<file path="config.mk">
export PLATFORM = sky130hd
export DESIGN_NAME = pwr_mode_ctl
export DESIGN_NICKNAME = d
export VERILOG_FILES = /design/src/rtl/pmc_pkg.sv /design/src/rtl/pmc_wr_filter.sv /design/src/rtl/pmc_flag_unit.sv /design/src/rtl/pmc_read_mux.sv /design/src/rtl/pwr_mode_ctl.sv
export SDC_FILE = /design/constraint.sdc
export NUM_CORES = 1
export LEC_CHECK = 0
export BUFFER_PORTS_ARGS = -buffer_cell sky130_fd_sc_hd__clkbuf_2
export CELL_PAD_IN_SITES_DETAIL_PLACEMENT = 0
export CELL_PAD_IN_SITES_GLOBAL_PLACEMENT = 1
export CORE_UTILIZATION = 25
export DETAILED_ROUTE_END_ITERATION = 7
export HOLD_SLACK_MARGIN = 0.06
export PLACE_DENSITY = 0.84
export SYNTH_ARGS = -nofsm -noshare
export SYNTH_HDL_FRONTEND = slang
export SYNTH_SLANG_ARGS = --single-unit
export TNS_END_PERCENT = 5
</file>
<file path="constraint.sdc">
create_clock -name clk -period 1 [get_ports clk]
set_input_delay 0.2 -clock clk [delete_from_list [all_inputs] [get_ports clk]]
set_output_delay 0.2 -clock clk [all_outputs]
set_load 0.005 [all_outputs]
</file>
<file path="src/rtl/pmc_pkg.sv">
package pmc_pkg;
    localparam int REG_W  = 8;
    localparam int B_RREQ = 7;
    localparam int B_STBY = 6;
    localparam int B_WAKE = 5;
    localparam int B_RSV  = 4;
    localparam int B_FLAG = 3;
    localparam int B_FCLR = 2;
    localparam int B_EN   = 1;
    localparam int B_SEL  = 0;

    typedef struct packed {
        logic rreq;
        logic wake;
        logic flag;
        logic en;
        logic lock;
        logic sel;
        logic stby;
    } pmc_state_t;
endpackage

</file>
<file path="src/rtl/pmc_wr_filter.sv">
module pmc_wr_filter (
    input  logic wr_en,
    input  logic w_rreq,
    input  logic w_wake,
    input  logic w_en,
    input  logic w_sel,
    input  logic rreq_q,
    input  logic wake_q,
    input  logic en_q,
    input  logic lock_q,
    input  logic sel_q,
    input  logic irq_pend,
    input  logic lp_active,
    output logic rreq_d,
    output logic wake_d,
    output logic en_d,
    output logic lock_d,
    output logic sel_d
);
    logic wake_hit;
    logic sel_ok;
    logic rreq_ok;

    always_comb begin
        wake_hit = wake_q & irq_pend & lp_active;
        sel_ok   = w_sel & en_q & ~rreq_q;
        rreq_ok  = w_rreq & ~w_sel & ~sel_q;

        rreq_d = rreq_q;
        wake_d = wake_q;
        en_d   = en_q;
        lock_d = lock_q;
        sel_d  = sel_q;

        if (wr_en) begin
            rreq_d = rreq_ok;
            wake_d = w_wake;
            sel_d  = sel_ok;
            lock_d = 1'b1;
            if (!lock_q) begin
                en_d = w_en;
            end
        end
        if (wake_hit) begin
            rreq_d = 1'b0;
        end
    end
endmodule

</file>
<file path="src/rtl/pmc_flag_unit.sv">
module pmc_flag_unit (
    input  logic wr_en,
    input  logic w_clr,
    input  logic recov,
    input  logic flag_q,
    output logic flag_d
);
    always_comb begin
        flag_d = flag_q;
        if (wr_en && w_clr) begin
            flag_d = 1'b0;
        end
        if (recov) begin
            flag_d = 1'b1;
        end
    end
endmodule

</file>
<file path="src/rtl/pmc_read_mux.sv">
module pmc_read_mux
    import pmc_pkg::*;
#(
    parameter int W = REG_W
) (
    input  logic         rd_en,
    input  logic         rreq_q,
    input  logic         stby_q,
    input  logic         wake_q,
    input  logic         flag_q,
    input  logic         en_q,
    input  logic         sel_q,
    output logic [W-1:0] rdata
);
    logic [W-1:0] image;

    always_comb begin
        image         = '0;
        image[B_RREQ] = rreq_q;
        image[B_STBY] = stby_q;
        image[B_WAKE] = wake_q;
        image[B_FLAG] = flag_q;
        image[B_EN]   = en_q;
        image[B_SEL]  = sel_q;
    end

    for (genvar i = 0; i < W; i++) begin : g_gate
        assign rdata[i] = rd_en & image[i];
    end
endmodule

</file>
<file path="src/rtl/pwr_mode_ctl.sv">
module pwr_mode_ctl
    import pmc_pkg::*;
(
    input  logic             clk,
    input  logic             rst_n,
    input  logic             wr_en,
    input  logic             rd_en,
    input  logic [REG_W-1:0] wdata,
    output logic [REG_W-1:0] rdata,
    input  logic             irq_pend,
    input  logic             lp_active,
    input  logic             reg_stby_ack,
    input  logic             stop2_recov,
    output logic             reg_stby_req,
    output logic             stop2_sel
);
    pmc_state_t state_d, state_q;
    logic rreq_n, wake_n, en_n, lock_n, sel_n, flag_n;

    pmc_wr_filter u_filt (
        .wr_en     (wr_en),
        .w_rreq    (wdata[B_RREQ]),
        .w_wake    (wdata[B_WAKE]),
        .w_en      (wdata[B_EN]),
        .w_sel     (wdata[B_SEL]),
        .rreq_q    (state_q.rreq),
        .wake_q    (state_q.wake),
        .en_q      (state_q.en),
        .lock_q    (state_q.lock),
        .sel_q     (state_q.sel),
        .irq_pend  (irq_pend),
        .lp_active (lp_active),
        .rreq_d    (rreq_n),
        .wake_d    (wake_n),
        .en_d      (en_n),
        .lock_d    (lock_n),
        .sel_d     (sel_n)
    );

    pmc_flag_unit u_flag (
        .wr_en  (wr_en),
        .w_clr  (wdata[B_FCLR]),
        .recov  (stop2_recov),
        .flag_q (state_q.flag),
        .flag_d (flag_n)
    );

    pmc_read_mux #(.W(REG_W)) u_rd (
        .rd_en  (rd_en),
        .rreq_q (state_q.rreq),
        .stby_q (state_q.stby),
        .wake_q (state_q.wake),
        .flag_q (state_q.flag),
        .en_q   (state_q.en),
        .sel_q  (state_q.sel),
        .rdata  (rdata)
    );

    always_comb begin
        state_d      = state_q;
        state_d.rreq = rreq_n;
        state_d.wake = wake_n;
        state_d.en   = en_n;
        state_d.lock = lock_n;
        state_d.sel  = sel_n;
        state_d.flag = flag_n;
        state_d.stby = reg_stby_ack;
    end

    always_ff @(posedge clk or negedge rst_n) begin
        if (!rst_n) begin
            state_q <= '0;
        end else begin
            state_q <= state_d;
        end
    end

    assign reg_stby_req = state_q.rreq;
    assign stop2_sel    = state_q.sel;
endmodule

</file>
==> flow_metrics.tcl <==
set metrics [dict create \
    rows 12 \
    crit_type "reg2out" \
    finalClockSkew_ns 0.005175 \
    syn-cell-area_um2 332.8 \
    synth-adder-area-share 0 \
    initialDrtViolationCount 4 \
    yosysWarnings 0 \
    leakagePower_nw 0.2784 \
    cp.required_ns 0.80 \
    max_freq_ghz 0.9396 \
    cp_max_fo 3 \
    clock_sink_count 7 \
    post-route-drc-count 0 \
    final.setup.tns_ns -0.3004 \
    dpl.hpwl_um 527.5 \
    synth_cells 28 \
    die_y_um 38.49 \
    finalHoldViolCount 0 \
    synth_top_family_by_area "simple AND/OR/NAND/NOR gates" \
    synth_compound_area_frac 0.06391 \
    pin_count 26 \
    status "finished with violations" \
    synth_area_leaders "dfrtp_1 53%, and2_1 11%, buf_4 4.5%" \
    fin_hold_ws_ns 0.1311 \
    routed_wirelength_um 724 \
    synth_mux_area_frac 0.07895 \
    yosysTopAreaCell "dfrtp_1" \
    gp_congestion 0.6526 \
    maxSlewViolCount 0 \
    synth-seq-cells 7 \
    dp_slack_ns 0.08478 \
    final_nets 76 \
    rsz0062_at_grt "true" \
    htree_levels 1 \
    grt_util_all_layers 0.1359 \
    startpoint "reg_stby_req$_DFFE_PN0P_" \
    final-setup-viol-count 6 \
    synthXorXnorAreaFrac 0 \
    grt_max_degree 8 \
    fp.dieW_um 38.49 \
    synthDominantCellAreaShare 0.5263 \
    layout_setup_ws_ns -0.06431 \
    cts_max_path_buffers 2 \
    vias 317 \
    dp.cells 62 \
    antenna_found_initial 0 \
    min_path_type "in2reg" \
    first_global_vias 298 \
    wire_per_inst_um 9.918 \
    arrival_ns 0.86 \
    r2r-start "stop2_sel$_DFFE_PN0P_" \
    fin_crit_sh 1.064 \
    power.density_nw_per_um2 1326 \
    power_w 0.0007070 \
    initial_utilization 0.2842 \
    place.port_buffers 20 \
    violations "setup timing" \
    instances_no_fill 73 \
    layout-drive-gt1-share 0.5593 \
    r2r_slack_ns 0.04 \
    timing.final.crit_period_ns 1.064 \
    grt_overflow 0 \
    fp.coreArea_um2 1171 \
    clockRootBuffer "clkbuf_4" \
    cts_tree "yes" \
    max-cap-violations 0 \
    synth_area_per_cell_um2 11.89 \
    diodes 0 \
    first_pass_iters 2 \
    synth_seq_area_share 0.5263 \
    synthSimpleGateAreaFrac 0.2632 \
    clock_latency_ns 0.25 \
    via_per_inst 4.342 \
    cts_inserted_buffers 3 \
    area_growth_pct 60.15 \
    cp-end-kind "output pin" \
    die-area_um2 1481 \
    antenna_left 0 \
    yosysUniqueCellTypes 16 \
    hp-start "stop2_recov" \
    cp-start-kind "register" \
    grt_pass1_wl_um 1242 \
    cts.clk_slew.worst_paths_ns 0.05 \
    ir_drop_uv 514.6 \
]
-- timing repair --
item | CTS | global route
resized for setup | 0 | 1
gates cloned | 0 | 0
hold buffers | 2 | 0
pin swaps | 3 | 0
hold endpoints to repair | 8 | 0
setup endpoints to repair | 6 | 7
setup buffers | 5 | 0
-- report_power, final --
part / leakage (nW) / switching [W] / internal (W)
clock: 0.0150 / 0.0000999 / 0.000152
sequential: 0.0812 / 0.0000103 / 0.000304
combinational: 0.182 / 0.0000507 / 0.0000898
total: 0.278 / 0.000161 / 0.000546
-- synthesized netlist by cell type --
cell type  count
dfrtp_1        7
buf_4          2
mux2_2         1
o21ai_0        1
and2_1         6
nand2b_1       1
a32oi_1        1
inv_1          1
nand4bb_1      1
conb_1         1
a21o_1         1
nand4b_1       1
or2_1          1
nor2b_4        1
nand2_1        1
mux2_4         1
-- routing by layer --
metal | vias up | wire, um | GRT usage
met2 | 17 | 314 | 0.1917
met1 | 144 | 327 | 0.1522
met3 | 2 | 76 | 0.05233
li1 | 154 | - | -
met5 | - | 0 | 0
met4 | 0 | 6 | 0.1293
-- cell usage in the layout, fill, tap and decap left out, types with 2 or more instances in the layout --
master,synthesis,layout
and2_1,6,5
buf_4,2,6
clkbuf_2,0,20
clkbuf_4,0,3
conb_1,1,2
dfrtp_1,7,7
dlygate4sd3_1,0,2
-- logic make-up after synthesis --
group | count (synthesis)
simple gates | 12
flops | 7
compound gates | 3
buf+inv | 3
mux | 2
other cells | 1
-- final cells by class --
type | instances | area, um2
repair buffers | 28 | 165.2
inverters | 1 | 3.754
well taps | 14 | 17.52
multi-input cells | 19 | 145.1
flip-flops and latches | 7 | 175.2
clock buffers | 4 | 26.28
fillers | 125 | 638.1
-- flip-flops by register name (all words and copies together), names as in the netlist --
register / count
state_q: 5
stop2_sel: 1
reg_stby_req: 1
-- worst paths after layout --
kind                       cells after the start                  endpoint
hold reg to reg                                1    state_q[2]$_DFFE_PN0P_
hold / removal                                 2    state_q[4]$_DFFE_PN0P_
max in group asynchronous                      2    state_q[2]$_DFFE_PN0P_
setup reg to reg                               3  reg_stby_req$_DFFE_PN0P_
setup / recovery                               2                  rdata[7]
min in group asynchronous                      2    state_q[5]$_DFFE_PN0P_
-- stage by stage --
stage	utilization	area, um2
floorplan	-	336.6
global placement	0.3814	446.7
detailed placement	0.3814	446.7
CTS	0.4530	530.5
global route	0.4551	533.0
finish	0.4551	533.0
-- worst max-delay path: stages (launching register included) --
cell      delay, ns
dfrtp_1        0.38
and2_1         0.14
clkbuf_2       0.10
No activity file was read; power rests on OpenSTA's default activity.
